## src/rtl/oneshot_pkg.sv

```systemverilog
package oneshot_pkg;

  typedef enum logic [1:0] {
    ST_IDLE   = 2'd0,
    ST_DISCH  = 2'd1,
    ST_CHARGE = 2'd2
  } os_state_e;

  // charge length actually used: a zero request counts as one clock
  function automatic logic [31:0] eff_width(input logic [31:0] w);
    return (w == 32'd0) ? 32'd1 : w;
  endfunction

  // trigger qualification from current and previous synchronized levels
  function automatic logic fire(input logic lo_n, input logic lo_n_prev,
                                input logic hi, input logic hi_prev,
                                input logic clr, input logic clr_prev);
    logic armed;
    armed = ~lo_n & hi;
    return clr & ((armed & ~hi_prev) | (armed & lo_n_prev) | (armed & ~clr_prev));
  endfunction

endpackage

```

## src/rtl/oneshot_sync.sv

```systemverilog
module oneshot_sync #(
  parameter int N_BITS = 3,
  parameter int STAGES = 2,
  parameter logic [N_BITS-1:0] RST_VAL = '0
) (
  input  logic              clk,
  input  logic              rst_n,
  input  logic [N_BITS-1:0] d,
  output logic [N_BITS-1:0] q
);
  logic [N_BITS-1:0] chain [STAGES];

  generate
    for (genvar s = 0; s < STAGES; s++) begin : g_stage
      if (s == 0) begin : g_first
        always_ff @(posedge clk or negedge rst_n)
          if (!rst_n) chain[s] <= RST_VAL;
          else        chain[s] <= d;
      end else begin : g_next
        always_ff @(posedge clk or negedge rst_n)
          if (!rst_n) chain[s] <= RST_VAL;
          else        chain[s] <= chain[s-1];
      end
    end
  endgenerate

  assign q = chain[STAGES-1];
endmodule

```

## src/rtl/oneshot_trig.sv

```systemverilog
module oneshot_trig
  import oneshot_pkg::*;
(
  input  logic clk,
  input  logic rst_n,
  input  logic lo_n_s,
  input  logic hi_s,
  input  logic clr_s,
  output logic trig_hit,
  output logic clr_lvl
);
  logic lo_n_d, hi_d, clr_d;

  always_ff @(posedge clk or negedge rst_n)
    if (!rst_n) begin
      lo_n_d <= 1'b1;
      hi_d   <= 1'b0;
      clr_d  <= 1'b1;
    end else begin
      lo_n_d <= lo_n_s;
      hi_d   <= hi_s;
      clr_d  <= clr_s;
    end

  assign trig_hit = fire(lo_n_s, lo_n_d, hi_s, hi_d, clr_s, clr_d);
  assign clr_lvl  = clr_s;

  // a trigger needs an edge: unchanged levels never fire
  AST_TRIG_NEEDS_EDGE: assert property (@(posedge clk) disable iff (!rst_n)
    (lo_n_s == lo_n_d && hi_s == hi_d && clr_s == clr_d) |-> !trig_hit);
endmodule

```

## src/rtl/oneshot_timer.sv

```systemverilog
module oneshot_timer
  import oneshot_pkg::*;
#(
  parameter int W_BITS    = 16,
  parameter int DISCH_CYC = 2
) (
  input  logic              clk,
  input  logic              rst_n,
  input  logic              trig_hit,
  input  logic              clr_lvl,
  input  logic [W_BITS-1:0] width,
  output logic              busy,
  output os_state_e         st
);
  localparam int D_BITS = $clog2(DISCH_CYC + 1);
  localparam int CNT_W  = (W_BITS > D_BITS) ? W_BITS : D_BITS;
  localparam logic [CNT_W-1:0] D_LAST = CNT_W'(DISCH_CYC - 1);

  logic [CNT_W-1:0] cnt;
  logic [CNT_W-1:0] width_q;
  logic [CNT_W-1:0] width_eff;
  logic             trig_acc;
  logic             cnt_zero;

  assign width_eff = CNT_W'(eff_width(32'(width)));
  assign trig_acc  = trig_hit && (st != ST_DISCH);
  assign cnt_zero  = (cnt == '0);

  always_ff @(posedge clk or negedge rst_n)
    if (!rst_n) begin
      st      <= ST_IDLE;
      cnt     <= '0;
      width_q <= CNT_W'(1);
    end else if (!clr_lvl) begin
      st      <= ST_IDLE;
      cnt     <= '0;
    end else if (trig_acc) begin
      st      <= ST_DISCH;
      cnt     <= D_LAST;
      width_q <= width_eff;
    end else begin
      unique case (st)
        ST_DISCH: begin
          if (cnt_zero) begin
            st  <= ST_CHARGE;
            cnt <= width_q - CNT_W'(1);
          end else cnt <= cnt - CNT_W'(1);
        end
        ST_CHARGE: begin
          if (cnt_zero) st <= ST_IDLE;
          else          cnt <= cnt - CNT_W'(1);
        end
        default: cnt <= '0;
      endcase
    end

  assign busy = (st != ST_IDLE);

  AST_CLR_FORCES_IDLE: assert property (@(posedge clk) disable iff (!rst_n)
    !clr_lvl |=> (st == ST_IDLE));
  AST_ACCEPT_RESTARTS: assert property (@(posedge clk) disable iff (!rst_n)
    (clr_lvl && trig_hit && st != ST_DISCH) |=> (st == ST_DISCH && cnt == D_LAST));
  AST_DISCH_DROPS_TRIG: assert property (@(posedge clk) disable iff (!rst_n)
    (clr_lvl && st == ST_DISCH && !cnt_zero) |=> (st == ST_DISCH && cnt == $past(cnt) - CNT_W'(1)));
  AST_RISE_HAS_CAUSE: assert property (@(posedge clk) disable iff (!rst_n)
    $rose(busy) |-> $past(trig_hit));
  AST_CHARGE_BOUND: assert property (@(posedge clk) disable iff (!rst_n)
    (st == ST_CHARGE) |-> (cnt < width_q));
  AST_FALL_AFTER_CHARGE: assert property (@(posedge clk) disable iff (!rst_n)
    $fell(busy) |-> ($past(st) == ST_CHARGE || !$past(clr_lvl)));
endmodule

```

## src/rtl/oneshot_top.sv

```systemverilog
module oneshot_top
  import oneshot_pkg::*;
#(
  parameter int W_BITS    = 16,
  parameter int DISCH_CYC = 2,
  parameter int SYNC_STG  = 2
) (
  input  logic              clk,
  input  logic              rst_n,
  input  logic              trg_lo_n,
  input  logic              trg_hi,
  input  logic              clr_n,
  input  logic [W_BITS-1:0] width,
  output logic              pulse,
  output logic              pulse_n
);
  localparam logic [2:0] IN_IDLE = 3'b101; // {lo_n, hi, clr}

  logic [2:0] raw_in, sync_in;
  logic       trig_hit, clr_lvl, busy;
  os_state_e  st;

  assign raw_in = {trg_lo_n, trg_hi, clr_n};

  oneshot_sync #(.N_BITS(3), .STAGES(SYNC_STG), .RST_VAL(IN_IDLE)) u_sync (
    .clk(clk), .rst_n(rst_n), .d(raw_in), .q(sync_in)
  );

  oneshot_trig u_trig (
    .clk(clk), .rst_n(rst_n),
    .lo_n_s(sync_in[2]), .hi_s(sync_in[1]), .clr_s(sync_in[0]),
    .trig_hit(trig_hit), .clr_lvl(clr_lvl)
  );

  oneshot_timer #(.W_BITS(W_BITS), .DISCH_CYC(DISCH_CYC)) u_timer (
    .clk(clk), .rst_n(rst_n), .trig_hit(trig_hit), .clr_lvl(clr_lvl),
    .width(width), .busy(busy), .st(st)
  );

  assign pulse   = busy;
  assign pulse_n = ~busy;

  AST_STATE_LEGAL: assert property (@(posedge clk) disable iff (!rst_n)
    st != 2'd3);
  AST_IDLE_LOW: assert property (@(posedge clk) disable iff (!rst_n)
    (st == ST_IDLE) |-> (!pulse && pulse_n));
endmodule

```

## config.mk

```make
export PLATFORM = sky130hd
export DESIGN_NAME = oneshot_top
export DESIGN_NICKNAME = d
export VERILOG_FILES = /design/src/rtl/oneshot_pkg.sv /design/src/rtl/oneshot_sync.sv /design/src/rtl/oneshot_trig.sv /design/src/rtl/oneshot_timer.sv /design/src/rtl/oneshot_top.sv
export SDC_FILE = /design/constraint.sdc
export NUM_CORES = 1
export LEC_CHECK = 0
export BUFFER_PORTS_ARGS = -buffer_cell sky130_fd_sc_hd__buf_2
export CORE_MARGIN = 8
export CORE_UTILIZATION = 45
export CTS_CLUSTER_DIAMETER = 100
export CTS_CLUSTER_SIZE = 28
export DETAILED_ROUTE_END_ITERATION = 16
export GPL_ROUTABILITY_DRIVEN = 0
export GPL_TIMING_DRIVEN = 1
export MAX_ROUTING_LAYER = met4
export PLACE_DENSITY = 0.68
export SLEW_MARGIN = 20
export SYNTH_ARGS = -nofsm -noshare
export SYNTH_HDL_FRONTEND = slang
export SYNTH_SLANG_ARGS = --single-unit
export TNS_END_PERCENT = 10
```

## constraint.sdc

```tcl
create_clock -name clk -period 6.72 [get_ports clk]
set_input_delay 0.672 -clock clk [delete_from_list [all_inputs] [get_ports clk]]
set_output_delay 0.672 -clock clk [all_outputs]
set_load 0.01 [all_outputs]
```

# Word level (Yosys, flattened, before mapping)
# Index checks and enable logic that the tools add are counted.
[totals]
elab_cells = 45
out_inout_bits = 2
input_bits = 21
memories = 0
ramBits = 0
mem_bits_ro = 0
latch_bits = 0
regBits = 43
[classes]
div = 0
multipliers = 0
n_lt_le_gt_ge = 0
muxes = 11
n_reduce_logical = 6
addsub = 2
bitwise_logic = 11
shift = 0
eq_ne = 7
[op_table]
columns = ["operator", "n"]
rows = [
  ["two-way mux 16 bit", 5],
  ["logical NOT 16 bit", 2],
  ["one-hot mux 16 bit (2 select lines)", 1],
  ["subtractor 16 x 1 -> 16 bit, second input constant", 2],
  ["two-way mux 2 bit", 4],
  ["!= test 4 x 2 -> 1 bit, second input constant", 2],
  ["bitwise AND 1 bit", 5],
  ["!= test 4 x 1 -> 1 bit, second input constant", 1],
  ["!= test 4 x 3 -> 1 bit, second input constant", 1],
  ["inverter 1 bit", 4],
  ["one-hot mux 2 bit (2 select lines)", 1],
  ["AND reduction 3 bit", 1],
  ["equality test 2 x 1 -> 1 bit, second input constant", 1],
  ["equality test 2 bit, second input constant", 1],
  ["!= test 2 x 1 -> 1 bit, second input constant", 1],
  ["OR 1 bit", 2],
  ["AND reduction 2 bit", 1],
  ["nonzero test 2 bit", 1],
  ["logical AND 1 bit", 1],
]

# Depth between registers and ports, before layout
[depth]
word_depth = 9
depth_mapped = 8
mapped_depth_nobuf = 7

# By module
# From an unflattened synthesis, not the netlist that was laid out.
[unflattened]
cells_unflattened = 218
hier_area_um2 = 2372.3
[modules_own_cells]
columns = ["mod", "seq_area_each_um2", "area_each_um2", "instances", "cells_per_inst"]
rows = [
  ["oneshot_timer", 852.1, 2083.2, 1, 201],
  ["oneshot_sync", 155.1, 177.7, 1, 9],
  ["oneshot_trig", 77.6, 107.6, 1, 7],
  ["oneshot_top", 0.0, 3.8, 1, 1],
]

# Worst setup path after synthesis
# Ideal clock, no wire load.
[synth_timing]
kind = "reg2reg"
startpoint = "reg u_timer.width_q[1]"
endpoint = "reg u_timer.cnt[10]"
period_less_slack_ns = 2.127
path_slack_ns = 4.593
t_arrival_ns = 2.032
path_stages_with_launch = 9
path_buffers = 1
required_time_ns = 6.624
setup_time_ns = 0.096
path_cell_list = "dfrtp_1 -> inv_1 -> ha_1 -> or3b_1 -> buf_2 -> or2_4 -> or4_4 -> xor2_1 -> o32ai_2"
[synth_between]
elab_chain_len = 5
[synth_lines]
columns = ["element", "line", "source"]
rows = [
  ["start, declared", "oneshot_timer.sv:20", "logic [CNT_W-1:0] width_q;"],
  ["start signal, assigned", "oneshot_timer.sv:40", "width_q <= width_eff;"],
  ["subtractor 16 x 1 -> 16 bit", "oneshot_timer.sv:46", "cnt <= width_q - CNT_W'(1);"],
  ["two-way mux 16 bit", "oneshot_timer.sv:44", "if (cnt_zero) begin"],
  ["one-hot mux 16 bit (2 select lines)", "oneshot_timer.sv:42", "unique case (st)"],
  ["two-way mux 16 bit", "oneshot_timer.sv:37", "end else if (trig_acc) begin"],
  ["two-way mux 16 bit", "oneshot_timer.sv:34", "end else if (!clr_lvl) begin"],
  ["end signal, assigned", "oneshot_timer.sv:46", ""],
  ["end signal, assigned", "oneshot_timer.sv:47", "end else cnt <= cnt - CNT_W'(1);"],
  ["end signal, assigned", "oneshot_timer.sv:51", "else cnt <= cnt - CNT_W'(1);"],
  ["end, declared", "oneshot_timer.sv:19", "logic [CNT_W-1:0] cnt;"],
]
# No other way between the ends.
# A chain may end at the register's enable or synchronous reset.

# Final worst setup path
[layout_timing]
startpoint = "reg u_timer.st[1]"
endpoint = "reg u_timer.cnt[5]"
[layout_between]
elab_chain_len = 4
elab_cells_between_ends = 8
classes_between = "4 x eq/ne; 3 x mux; 1 x reduce/logical"
[layout_lines]
columns = ["element", "line", "source"]
rows = [
  ["start, declared", "oneshot_timer.sv:13", "output os_state_e st"],
  ["start signal, assigned", "oneshot_timer.sv:31", "st <= ST_IDLE;"],
  ["start signal, assigned", "oneshot_timer.sv:35", "st <= ST_IDLE;"],
  ["start signal, assigned", "oneshot_timer.sv:38", "st <= ST_DISCH;"],
  ["equality test 2 bit, or another cell as far along", "oneshot_timer.sv:42", ""],
  ["one-hot mux 16 bit (2 select lines) or logical AND 1 bit (tied branches)", "oneshot_timer.sv:42, oneshot_timer.sv:26", ""],
  ["two-way mux 16 bit", "oneshot_timer.sv:37", ""],
  ["two-way mux 16 bit", "oneshot_timer.sv:34", ""],
]
# Parallel ways exist; a longest one is shown, timed or not.

==> out/results.txt <==
Yosys cell types -> 47
RSZ-0062 raised after global routing -> no
Die extent in x -> 88.7 µm
Starting density of the core -> 46.6%
Std cell rows -> 26
Nets@finish -> 284
Post_cts resized -> 0
Setup TNS Final -> 0 ns
Status -> finished clean
Top area cells in the synthesized netlist -> dfrtp_1 (38%), dfstp_2 (7.7%), mux2_2 (7.1%)
Top cell type's share of synthesized area -> 37.9%
Detail Route Antenna Nets -> 0
Mean Syn Cell Area -> 10.2 µm²
Most common cell after layout, fill and taps aside -> dfrtp_1
Tcrit/Tclk final -> 34.9%
DR iter-0 viols -> 128
Hold WC Path Type -> flip-flop to flip-flop
Pins Over Slew Limit -> 0
Critical path type -> flip-flop to flip-flop
Sw Pwr -> 0.245 mW
Port Buf Inserts -> 22
Switch share -> 35.2%
Vias in the first global route -> 1,895
Met1 Track Usage GR -> 19.3%
Sequential share of power -> 47.5%
Fraction of registers with async set or reset after synthesis -> 100%
Startpoint Class -> flip-flop
Combinational power share -> 29.3%
Vias -> 1,867
Die Y -> 88.7 µm
Core area -> 0.00511 mm²
Clk Latency, worst-skew pair -> 0.30 ns
Antenna violations before repair -> 0
Reg area -> 0.00108 mm²
Post-DP HPWL -> 3.94 mm
Total grt overflow -> 0
Commonest non-fill, non-tap cells in the layout -> dfrtp_1 (36), nand2_1 (22), buf_2 (22)
Leakage power -> 1.14 nW
Clk sink count -> 43
Slew headroom -> 37.1%
Final period demand of the worst path -> 2.35 ns
Biggest area consumer among synthesized cells -> dfrtp_1
# fillers -> 472
Crit end category -> flip-flop
Post-Syn Instances -> 234
CTS Hold Bufs -> 0
Drt pass-1 iters -> 4
Clock H-tree levels -> 2
CP cell instances -> inv_1, ha_1, nand4bb_1, or2_2, nand3_1, or4_1, o31ai_1
Root buf cell -> clkbuf_8
Detailed Route WL -> 5.18 mm
Post-synth EDFFs -> 0
Syn nets -> 260
Worst-path clk slew -> 0.08 ns
Hold slack -> 0.359 ns
GRT met2 Usage -> 22.6%
Max_cap viols -> 0
Warning count from the yosys run -> 0
Area of the multi-input gates -> 0.00124 mm²
Final Hold Viols -> 0
Mapped Area -> 0.00238 mm²
Antenna fix cells -> 0
Final setup fails -> 0
First-pass GRT wire length -> 8.96 mm
Total Die Area -> 0.00787 mm²
Worst setup slack after layout -> 4.37 ns
CTS tree -> yes
Top-Level Pins -> 23
Family with the most delay on the worst path -> simple AND/OR/NAND/NOR gates
Non-Filler Instances -> 329
WP data arrival -> 2.55 ns
Worst slack, placed -> 4.41 ns
Cts bufs inserted -> 5
Worst vdd ir -> 155 µV
Worst path required time -> 6.92 ns
Worst-Margin Slew -> 0.944 ns
Remaining DRCs -> 0
Fmax -> 426 MHz
Prevailing post-synth register cell -> dfrtp_1
Final core utilization -> 51.7%
Clock Power Share -> 23.2%
Slowest stage delay, CP -> 0.54 ns
Seq cells post-synth -> 43
WL/cell -> 15.8 µm
Pwr Density -> 264 mW/mm²
Pin count of the biggest net entering global routing -> 44
Slowest cell on crit path -> or4_1
Top Usage Layer GRT -> met2
Max Clock Skew -> 0.00797 ns
Crit-path max FO -> 22
Layout cells sized above 1 -> 23.2%
Clock tree buffer depth -> 2
CP Buf/Inv Count -> 1
Area growth syn-to-layout -> 11.0%
Post-CTS setup buffers -> 0
Int Power -> 0.452 mW
Vias per std cell -> 5.67
Inst Count DP -> 321
All-Layer GR Usage -> 14.9%
Met3 usage -> 3.25%
Sequential fraction of the synthesis area -> 45.6%
## state kept, by name, indices dropped and copies added, names as in the netlist
register and count:
u_trig.hi_d 1, u_timer.cnt 16, u_timer.width_q 16, u_sync.chain 3, u_trig.clr_d 1, u_sync.q 3
u_timer.st 2, u_trig.lo_n_d 1
## metrics by stage
step,area [µm²],power (mW)
global route,2640,0.740
floorplan,2380,0.478
detailed placement,2560,0.538
global placement,2560,0.536
finish,2640,0.698
CTS,2640,0.700
## routing by layer
| layer | part of all wire (%) | vias up | wire [µm] |
|---|---|---|---|
| met3 | 4.7 | 8 | 244 |
| met2 | 47 | 54 | 2410 |
| met5 | 0 | - | 0 |
| met1 | 48 | 891 | 2470 |
| li1 | - | 914 | - |
| met4 | 0.95 | 0 | 49 |
## area by class of cell
type                       count  area share [%]
clock inverter                 2           0.474
clock buffer                   6            2.75
multi-input combinational    176            46.8
inverter                      10            1.42
timing repair buffer          22            4.17
sequential                    43            41.1
tap                           70            3.32
## kinds of logic after synthesis
| group | share of synthesized area (%) |
|---|---|
| xor gates and xnor gates | 6.26 |
| AOI/OAI and AO/OA | 11.1 |
| muxes | 8.36 |
| and+or+nand+nor | 23.6 |
| DFF | 45.6 |
| buffers and inverters | 2.47 |
| adders and majority gates | 2.63 |
## final timing paths
check	cells after the start	start	to	slack [ns]
min reg2reg	0	u_sync.chain[3]$_DFF_PN1_	u_sync.q[0]$_DFF_PN1_	0.36
max	7	u_timer.st[1]$_DFFE_PN0P_	u_timer.cnt[5]$_DFFE_PN0P_	4.37
max in group asynchronous	1	rst_n	u_timer.cnt[6]$_DFFE_PN0P_	5.62
min	0	u_sync.chain[3]$_DFF_PN1_	u_sync.q[0]$_DFF_PN1_	0.36
min in group asynchronous	1	rst_n	u_trig.hi_d$_DFF_PN0_	0.52
max reg2reg	7	u_timer.st[1]$_DFFE_PN0P_	u_timer.cnt[5]$_DFFE_PN0P_	4.37
## power by group through the flow
| stage | clock [mW] | combinational, mW | sequential, mW |
|---|---|---|---|
| floorplan | 0 | 0.153 | 0.325 |
| global placement | 0 | 0.201 | 0.335 |
| detailed placement | 0 | 0.202 | 0.336 |
| CTS | 0.165 | 0.204 | 0.331 |
| global route | 0.175 | 0.228 | 0.337 |
| finish | 0.162 | 0.205 | 0.331 |
## cell usage after synthesis, types with 3 or more instances
library cell,instances
o31a_1,3
a21oi_1,14
xnor2_1,9
inv_1,10
a31oi_1,4
or4_1,3
dfstp_2,7
nand3_1,10
nor3_1,8
xor2_1,8
or3_1,3
mux2i_1,3
a211oi_1,3
ha_1,5
nor4_1,10
o21ai_0,7
and2_1,3
nor2_1,13
nand2_1,22
nand4_1,5
mux2_2,15
dfrtp_1,36
clkbuf_1,3
No activity file was read; power rests on OpenSTA's default activity.
